[config.mk]
export PLATFORM = sky130hd
export DESIGN_NAME = i2c_slave_addr_match
export DESIGN_NICKNAME = d
export VERILOG_FILES = /design/src/rtl/i2c_am_pkg.sv /design/src/rtl/i2c_am_classify.sv /design/src/rtl/i2c_am_masked_cmp.sv /design/src/rtl/i2c_slave_addr_match.sv
export SDC_FILE = /design/constraint.sdc
export NUM_CORES = 1
export LEC_CHECK = 0
export BUFFER_PORTS_ARGS = -buffer_cell sky130_fd_sc_hd__buf_4
export CAP_MARGIN = 25
export CORE_MARGIN = 10
export CORE_UTILIZATION = 37
export CTS_BUF_LIST = sky130_fd_sc_hd__clkbuf_8 sky130_fd_sc_hd__clkbuf_16
export DETAILED_ROUTE_END_ITERATION = 8
export GPL_TIMING_DRIVEN = 0
export PLACE_DENSITY_LB_ADDON = 0.1
export SLEW_MARGIN = 15
export SYNTH_ARGS = -nofsm -noshare
export SYNTH_HDL_FRONTEND = slang
export SYNTH_SLANG_ARGS = --single-unit
[constraint.sdc]
create_clock -name clk -period 1.1 [get_ports clk]
set_input_delay 0.11 -clock clk [delete_from_list [all_inputs] [get_ports clk]]
set_output_delay 0.11 -clock clk [all_outputs]
set_load 0.01 [all_outputs]
[src/rtl/i2c_am_pkg.sv]
package i2c_am_pkg;
  typedef enum logic [1:0] {
    PH_FIRST = 2'd0,
    PH_LOW   = 2'd1,
    PH_DONE  = 2'd2
  } phase_e;
endpackage

[src/rtl/i2c_am_classify.sv]
module i2c_am_classify #(
  parameter int A7_W = 7
) (
  input  logic [A7_W-1:0] addr_i,
  input  logic            rw_i,
  output logic            gcall_o,
  output logic            reserved_o,
  output logic            hdr10_o
);
  localparam int TOP_W = A7_W - 2;

  logic zero_top4;
  logic ones_top5;

  always_comb begin
    zero_top4  = (addr_i[A7_W-1 -: 4] == 4'b0000);
    ones_top5  = (addr_i[A7_W-1 -: TOP_W] == {TOP_W{1'b1}});
    gcall_o    = (addr_i == '0) && !rw_i;
    hdr10_o    = (addr_i[A7_W-1 -: TOP_W] == {{(TOP_W-1){1'b1}}, 1'b0});
    reserved_o = (zero_top4 && !gcall_o) || ones_top5;
  end
endmodule

[src/rtl/i2c_am_masked_cmp.sv]
module i2c_am_masked_cmp #(
  parameter int W = 7
) (
  input  logic [W-1:0] rx_i,
  input  logic [W-1:0] own_i,
  input  logic [W-1:0] mask_i,
  input  logic         exact_i,
  output logic         hit_o
);
  logic [W-1:0] care;

  always_comb begin
    care  = exact_i ? {W{1'b1}} : ~mask_i;
    hit_o = (((rx_i ^ own_i) & care) == '0);
  end
endmodule

[src/rtl/i2c_slave_addr_match.sv]
module i2c_slave_addr_match
  import i2c_am_pkg::*;
#(
  parameter int BYTE_W = 8,
  parameter int ADDR_W = 10
) (
  input  logic              clk,
  input  logic              rst,
  input  logic              start_i,
  input  logic              byte_vld_i,
  input  logic [BYTE_W-1:0] byte_i,
  input  logic [ADDR_W-1:0] own_addr_i,
  input  logic [ADDR_W-1:0] mask_i,
  input  logic              ten_bit_i,
  input  logic              gc_en_i,
  input  logic              exact_i,
  output logic              ack_o,
  output logic              match_o,
  output logic              gcall_o,
  output logic              hi10_o,
  output logic              rw_o
);
  localparam int A7_W = BYTE_W - 1;
  localparam int HI_W = ADDR_W - BYTE_W;

  phase_e          phase_q;
  logic [A7_W-1:0] rx_addr;
  logic            rx_rw;
  logic            is_gc, is_rsv, is_hdr;
  logic            hit7, hit_hi, hit_lo;

  assign rx_addr = byte_i[BYTE_W-1:1];
  assign rx_rw   = byte_i[0];

  i2c_am_classify #(.A7_W(A7_W)) u_cls (
    .addr_i     (rx_addr),
    .rw_i       (rx_rw),
    .gcall_o    (is_gc),
    .reserved_o (is_rsv),
    .hdr10_o    (is_hdr)
  );

  i2c_am_masked_cmp #(.W(A7_W)) u_cmp7 (
    .rx_i    (rx_addr),
    .own_i   (own_addr_i[A7_W-1:0]),
    .mask_i  (mask_i[A7_W-1:0]),
    .exact_i (exact_i),
    .hit_o   (hit7)
  );

  i2c_am_masked_cmp #(.W(HI_W)) u_cmp_hi (
    .rx_i    (rx_addr[HI_W-1:0]),
    .own_i   (own_addr_i[ADDR_W-1:BYTE_W]),
    .mask_i  (mask_i[ADDR_W-1:BYTE_W]),
    .exact_i (exact_i),
    .hit_o   (hit_hi)
  );

  i2c_am_masked_cmp #(.W(BYTE_W)) u_cmp_lo (
    .rx_i    (byte_i),
    .own_i   (own_addr_i[BYTE_W-1:0]),
    .mask_i  (mask_i[BYTE_W-1:0]),
    .exact_i (exact_i),
    .hit_o   (hit_lo)
  );

  always_ff @(posedge clk) begin
    if (rst || start_i) begin
      phase_q <= PH_FIRST;
      ack_o   <= 1'b0;
      match_o <= 1'b0;
      gcall_o <= 1'b0;
      hi10_o  <= 1'b0;
      rw_o    <= 1'b0;
    end else if (byte_vld_i) begin
      case (phase_q)
        PH_FIRST: begin
          rw_o    <= rx_rw;
          phase_q <= PH_DONE;
          ack_o   <= 1'b0;
          match_o <= 1'b0;
          gcall_o <= 1'b0;
          hi10_o  <= 1'b0;
          if (is_gc) begin
            ack_o   <= gc_en_i;
            match_o <= gc_en_i;
            gcall_o <= gc_en_i;
          end else if (ten_bit_i) begin
            if (is_hdr && hit_hi) begin
              ack_o   <= 1'b1;
              hi10_o  <= 1'b1;
              phase_q <= PH_LOW;
            end
          end else if (!is_rsv && !is_hdr && hit7) begin
            ack_o   <= 1'b1;
            match_o <= 1'b1;
          end
        end
        PH_LOW: begin
          ack_o   <= hit_lo;
          match_o <= hit_lo;
          phase_q <= PH_DONE;
        end
        default: begin
        end
      endcase
    end
  end

  assert_reset_clears_R10: assert property (@(posedge clk)
    rst |=> !ack_o && !match_o && !gcall_o && !hi10_o && !rw_o);

  assert_start_clears_R8: assert property (@(posedge clk) disable iff (rst)
    start_i |=> !ack_o && !match_o && !gcall_o && !hi10_o && !rw_o);

  assert_reserved_no_ack_R4: assert property (@(posedge clk) disable iff (rst)
    (byte_vld_i && !start_i && phase_q == PH_FIRST && is_rsv) |=> !ack_o);

  assert_gcall_needs_enable_R3: assert property (@(posedge clk) disable iff (rst)
    $rose(gcall_o) |-> $past(gc_en_i));

  assert_ten_bit_order_R6: assert property (@(posedge clk) disable iff (rst)
    ($rose(match_o) && $past(phase_q) == PH_LOW) |-> hi10_o);

  assert_hold_after_decision_R9: assert property (@(posedge clk) disable iff (rst)
    (phase_q == PH_DONE && !start_i) |=> $stable(match_o) && $stable(ack_o) && $stable(rw_o));
endmodule

Yosys cells after proc, flatten, opt, wreduce, memory -nomap -nowiden

Index checks and enable logic that the tools add are counted.

Flip-flop bits (word level): 7
Output and inout port bits: 5
Input bits: 35

Eq/ne operators: 3
Mux-type cells: 18
Reduce and logical (&&, ||, !) cells: 20
Bitwise operators: 9

Operators by type and width:

| cell                 | number |
|---|---|
| $logic_not A7 Y1     | 2 |
| $eq A5 B5 Y1 const B | 2 |
| $mux W1              | 9 |
| $and A8 B8 Y8        | 1 |
| $logic_not A8 Y1     | 1 |
| $mux W2              | 4 |
| $mux W8              | 1 |
| $not A8 Y8           | 1 |
| $xor A8 B8 Y8        | 1 |
| $and A7 B7 Y7        | 1 |
| $mux W7              | 1 |
| $not A7 Y7           | 1 |
| $xor A7 B7 Y7        | 1 |
| $logic_and A1 B1 Y1  | 5 |
| $logic_not A1 Y1     | 4 |
| $logic_not A2 Y1     | 2 |
| $logic_not A4 Y1     | 1 |
| $pmux W1 S2          | 2 |
| $pmux W2 S2          | 1 |
| $reduce_and A2 Y1    | 2 |
| $and A2 B2 Y2        | 1 |
| $eq A2 B1 Y1 const B | 1 |
| $logic_or A1 B1 Y1   | 2 |
| $not A2 Y2           | 1 |
| other kinds (2)      | 2 |

Logic depth before layout (Yosys ltp)

Word-level depth: 12
Depth in mapped cells: 5

By module

Synthesis repeated with hierarchy kept, for this count alone.

Cell total of the unflattened synthesis: 84
Area total of the unflattened synthesis: 696.9 µm²

By module, submodules not included:

| module                        | area an instance (µm²) | cells an instance | sequential area each (µm²) | instances |
|---|---|---|---|---|
| i2c_slave_addr_match          | 324.1                  | 36                | 140.1                      | 1 |
| i2c_am_masked_cmp at u_cmp_lo | 146.4                  | 17                | 0.0                        | 1 |
| i2c_am_masked_cmp at u_cmp7   | 140.1                  | 18                | 0.0                        | 1 |
| i2c_am_classify               | 48.8                   | 8                 | 0.0                        | 1 |
| i2c_am_masked_cmp at u_cmp_hi | 37.5                   | 5                 | 0.0                        | 1 |

Worst setup path after synthesis

No wires, ideal clock.

Kind: register -> register
Start: reg phase_q[0]
End: reg ack_o
Required time: 1.026 ns
Setup slack: -0.081 ns
Arrival time: 1.107 ns
Buffers on the path: 0
Stages on the path, launching flop included: 6
Setup time: 0.074 ns
Cell sequence: dfxtp_1 -> and2b_2 -> o21ai_2 -> a2111oi_4 -> nand3_2 -> a31oi_1

Word-level cells in the longest chain between the ends: 3
Elaborated cells between the ends (all ways): 5

Ends and longest elaborated chain:

| what                                             | RTL line                    | RTL |
|---|---|---|
| start: declaration                               | i2c_slave_addr_match.sv:26  | `phase_e phase_q;` |
| start signal: assignment                         | i2c_slave_addr_match.sv:69  | `phase_q <= PH_FIRST;` |
| start signal: assignment                         | i2c_slave_addr_match.sv:79  | `phase_q <= PH_DONE;` |
| start signal: assignment                         | i2c_slave_addr_match.sv:92  | `phase_q <= PH_LOW;` |
| $eq A2 B1 Y1 or $logic_not A2 Y1 (tied branches) | i2c_slave_addr_match.sv:76  | `case (phase_q)` |
| $reduce_bool A2 Y1 (no line)                     | n/a                         |  |
| $reduce_and A2 Y1 (no line)                      | n/a                         |  |
| end signal: assignment                           | i2c_slave_addr_match.sv:85  | `ack_o <= gc_en_i;` |
| end signal: assignment                           | i2c_slave_addr_match.sv:100 | `ack_o <= hit_lo;` |
| end: declaration                                 | i2c_slave_addr_match.sv:17  | `output logic ack_o,` |

Several ways; a longest one is shown, not always the timed one.
A chain may end at the register's enable or synchronous reset.

Worst setup path after layout

Start: reg phase_q[1]
End: reg ack_o

Same word-level chain as after synthesis.

==> metrics.md <==
| Metric | Value |
|---|---|
| Status | finished, violations left |
| Most used DFF post-synth | dfxtp_1 |
| RSZ-0062 raised after global routing | true |
| Sequential area share after synthesis | 0.224 |
| Worst vdd ir | 0.449 mV |
| Grt total ovfl | 0 |
| Tmin final | 1200 ps |
| Slowest stage delay, CP | 310 ps |
| Worst-skew pair later-pin latency | 230 ps |
| Final Max Slew Viols | 0 |
| Adder-Cell Fraction of Synth Area | 0 |
| Initial antenna violation count | 0 |
| R2R Setup Slk | -100 ps |
| Critical path endpoint category | flop |
| Synth Area in XOR/XNOR | 0.224 |
| Min-Delay Endpoint | phase_q[1] |
| Post-placement setup slack | -192 ps |
| Leak Pwr | 0.430 nW |
| Number of fill cells in the layout | 143 |
| Post-Synthesis Cells | 80 |
| Worst slew pin tran | 333 ps |
| Wire per inst | 15.2 µm |
| Gpl congestion | 0.790 |
| Vias in the first global route | 821 |
| Commonest non-fill, non-tap cell in the layout | buf_4 |
| Largest family of logic cells by synthesized area | compound AO/OA/AOI/OAI gates |
| DRC errors left | 0 |
| I/O Pins | 40 |
| Final Hold Violating Endpoints | 0 |
| Clock sink total | 7 |
| Vias per inst | 5.42 |
| Starting Density | 0.402 |
| Initial drt markers | 8 |
| Worst-path clk slew | 40 ps |
| Setup CP Type | reg2reg |
| Multiplexer area fraction after synthesis | 0 |
| Final Setup Violations | 2 |
| Synthesis-to-finish area growth | 66.1% |
| Failing checks | setup timing |
| Min-Delay Startpoint | rst |
| Global-route wire length before repair | 3560 µm |
| H-tree levels | 1 |
| IO buf count | 39 |
| Clock skew | 2.49 ps |
| Routed wire length | 2150 µm |
| Post-route clock period utilization | 1.10 |
| Chip height | 61.2 µm |
| Crit path max-delay family | compound AO/OA/AOI/OAI gates |
| MaxCap Viol Count | 0 |
| Leading area contributor after synthesis | dfxtp_1 |
| Power per cell area | 877 nW/µm² |
| Top fanout value on the critical path | 3 |
| DPL Wire Length | 1860 µm |
| Clock Path Buffers | 2 |
| FMAX | 830 MHz |
| Chip width | 61.2 µm |
| CP bufs+invs | 0 |
| Post-Synth Simple-Gate Area | 0.253 |
| Yosys top cell area share | 0.224 |
| Diodes inserted | 0 |
| Worst rel slew slack | 0.776 |
| Flops & latches, synth | 7 |
| Largest net degree at the start of global routing | 9 |
| Post-synth EDFFs | 0 |
| Hold Crit Depth | 3 |
| Setup TNS | -204 ps |
| Mapped cell area | 627 µm² |
| Synthesized area per cell | 7.84 µm² |
| Final net count | 161 |
| Hold crit path type | in2reg |
| WP depth | 5 |
| Highest-delay cell along the critical path | dfxtp_2 |
| Vias | 764 |
| Commonest cells after routing, fill and taps aside | buf_4, xnor2_1, a21oi_1 |
| Syn. warnings | 0 |
| Synth Area in Compound Gates | 0.293 |
| Clk root buf | clkbuf_8 |
| Final Worst Setup Slack | -105 ps |
| Synth Net Count | 115 |
| Core area | 1560 µm² |
| Fraction of layout cells with a size suffix above 1 | 0.464 |
| FFs w/ async S/R, synth | 0 |
| Gr usage total | 0.124 |
| Antenna Nets Post-Route | 0 |
| Startpoint Class | flop |
| Drt pass-1 iters | 4 |
| Hold_ws | 141 ps |
| CTS buffer count | 3 |
| Reg-to-reg critical path endpoint | ack_o |
| Reg2Reg Depth | 5 |
| WP data arrival | 1360 ps |
| CTS tree | done |
| DIE AREA | 3740 µm² |
| Req. time, crit path | 1260 ps |
| Number of library cell types mapped by synthesis | 28 |
| Crit path cell chain | and2b_2 -> o21ai_2 -> a2111oi_4 -> nand3_2 -> a31oi_1 |
| Row count | 14 |
| R2R Path Start | phase_q[1] |
| Area contributors post-synth | dfxtp_1, xnor2_1, xor2_1 |
[sequential cells by signal (all words and copies together), names as in the netlist]
signal / cells
gcall_o: 1
ack_o: 1
hi10_o: 1
rw_o: 1
phase_q: 2
match_o: 1
[metrics by stage]
stage / power [mW] / cells / area, µm² / util
floorplan: 0.394 / 80 / 629 / -
global placement: 0.538 / 135 / 942 / 0.604
detailed placement: 0.544 / 135 / 942 / 0.604
CTS: 0.912 / 141 / 1020 / 0.652
global route: 0.968 / 141 / 1040 / 0.668
finish: 0.913 / 141 / 1040 / 0.668
[cell type report]
type                    instances  area (µm²)  area share
inverters                       1        3.75     0.00361
multi-input cells              72         515       0.495
clock inverters                 1        3.75     0.00361
repair buffers                 41         312       0.299
well taps                      16        20.0      0.0192
flip-flops and latches          7         145       0.139
clock buffers                   3        41.3      0.0397
[power by group]
| group | leakage (nW) | internal [mW] | switching (mW) |
|---|---|---|---|
| sequential | 0.0580 | 0.259 | 0.00247 |
| clock | 0.0269 | 0.242 | 0.119 |
| combinational | 0.345 | 0.161 | 0.130 |
| total | 0.430 | 0.661 | 0.252 |
[cells in the mapped netlist (2+ instances only)]
master	count
nor2b_1	4
nand2_1	8
o21ai_0	5
xnor2_1	10
xor2_1	6
a21oi_1	10
o22ai_1	2
nor2_1	4
a31oi_1	2
dfxtp_1	7
nor4_1	3
nand2b_1	3
[tightest hold or removal path, stage by stage]
cell	delay (ps)
buf_4	80
nor2_1	50
o21a_1	90
[layer usage]
layer,vias up,share of wire,GRT usage
met2,23,0.53,0.216
met3,5,0.071,0.0453
met4,0,0.027,0.0684
met5,-,0,0
li1,384,-,-
met1,352,0.37,0.125
[cell families (layout without fill, tap and decap cells)]
logic type,Yosys count,after routing
buffers and inverters,1,46
AOI/OAI and AO/OA,27,27
xor gates and xnor gates,16,16
DFF,7,7
and+or+nand+nor,29,29
[worst max path at each step]
stage          startpoint    end
3_3_place_gp      exact_i  ack_o
2_1_floorplan  phase_q[1]  ack_o
5_1_grt        phase_q[1]  ack_o
3_5_place_dp    byte_i[6]  ack_o
4_1_cts        phase_q[1]  ack_o
6_report       phase_q[1]  ack_o
[repair_timing]
item | in CTS | in global routing
hold buffers | 0 | 0
buffers inserted | 2 | 0
setup endpoints to repair | 2 | 7
gates resized for setup | 4 | 6
pin swaps | 3 | 3
Power figures use the tool's default switching activity.
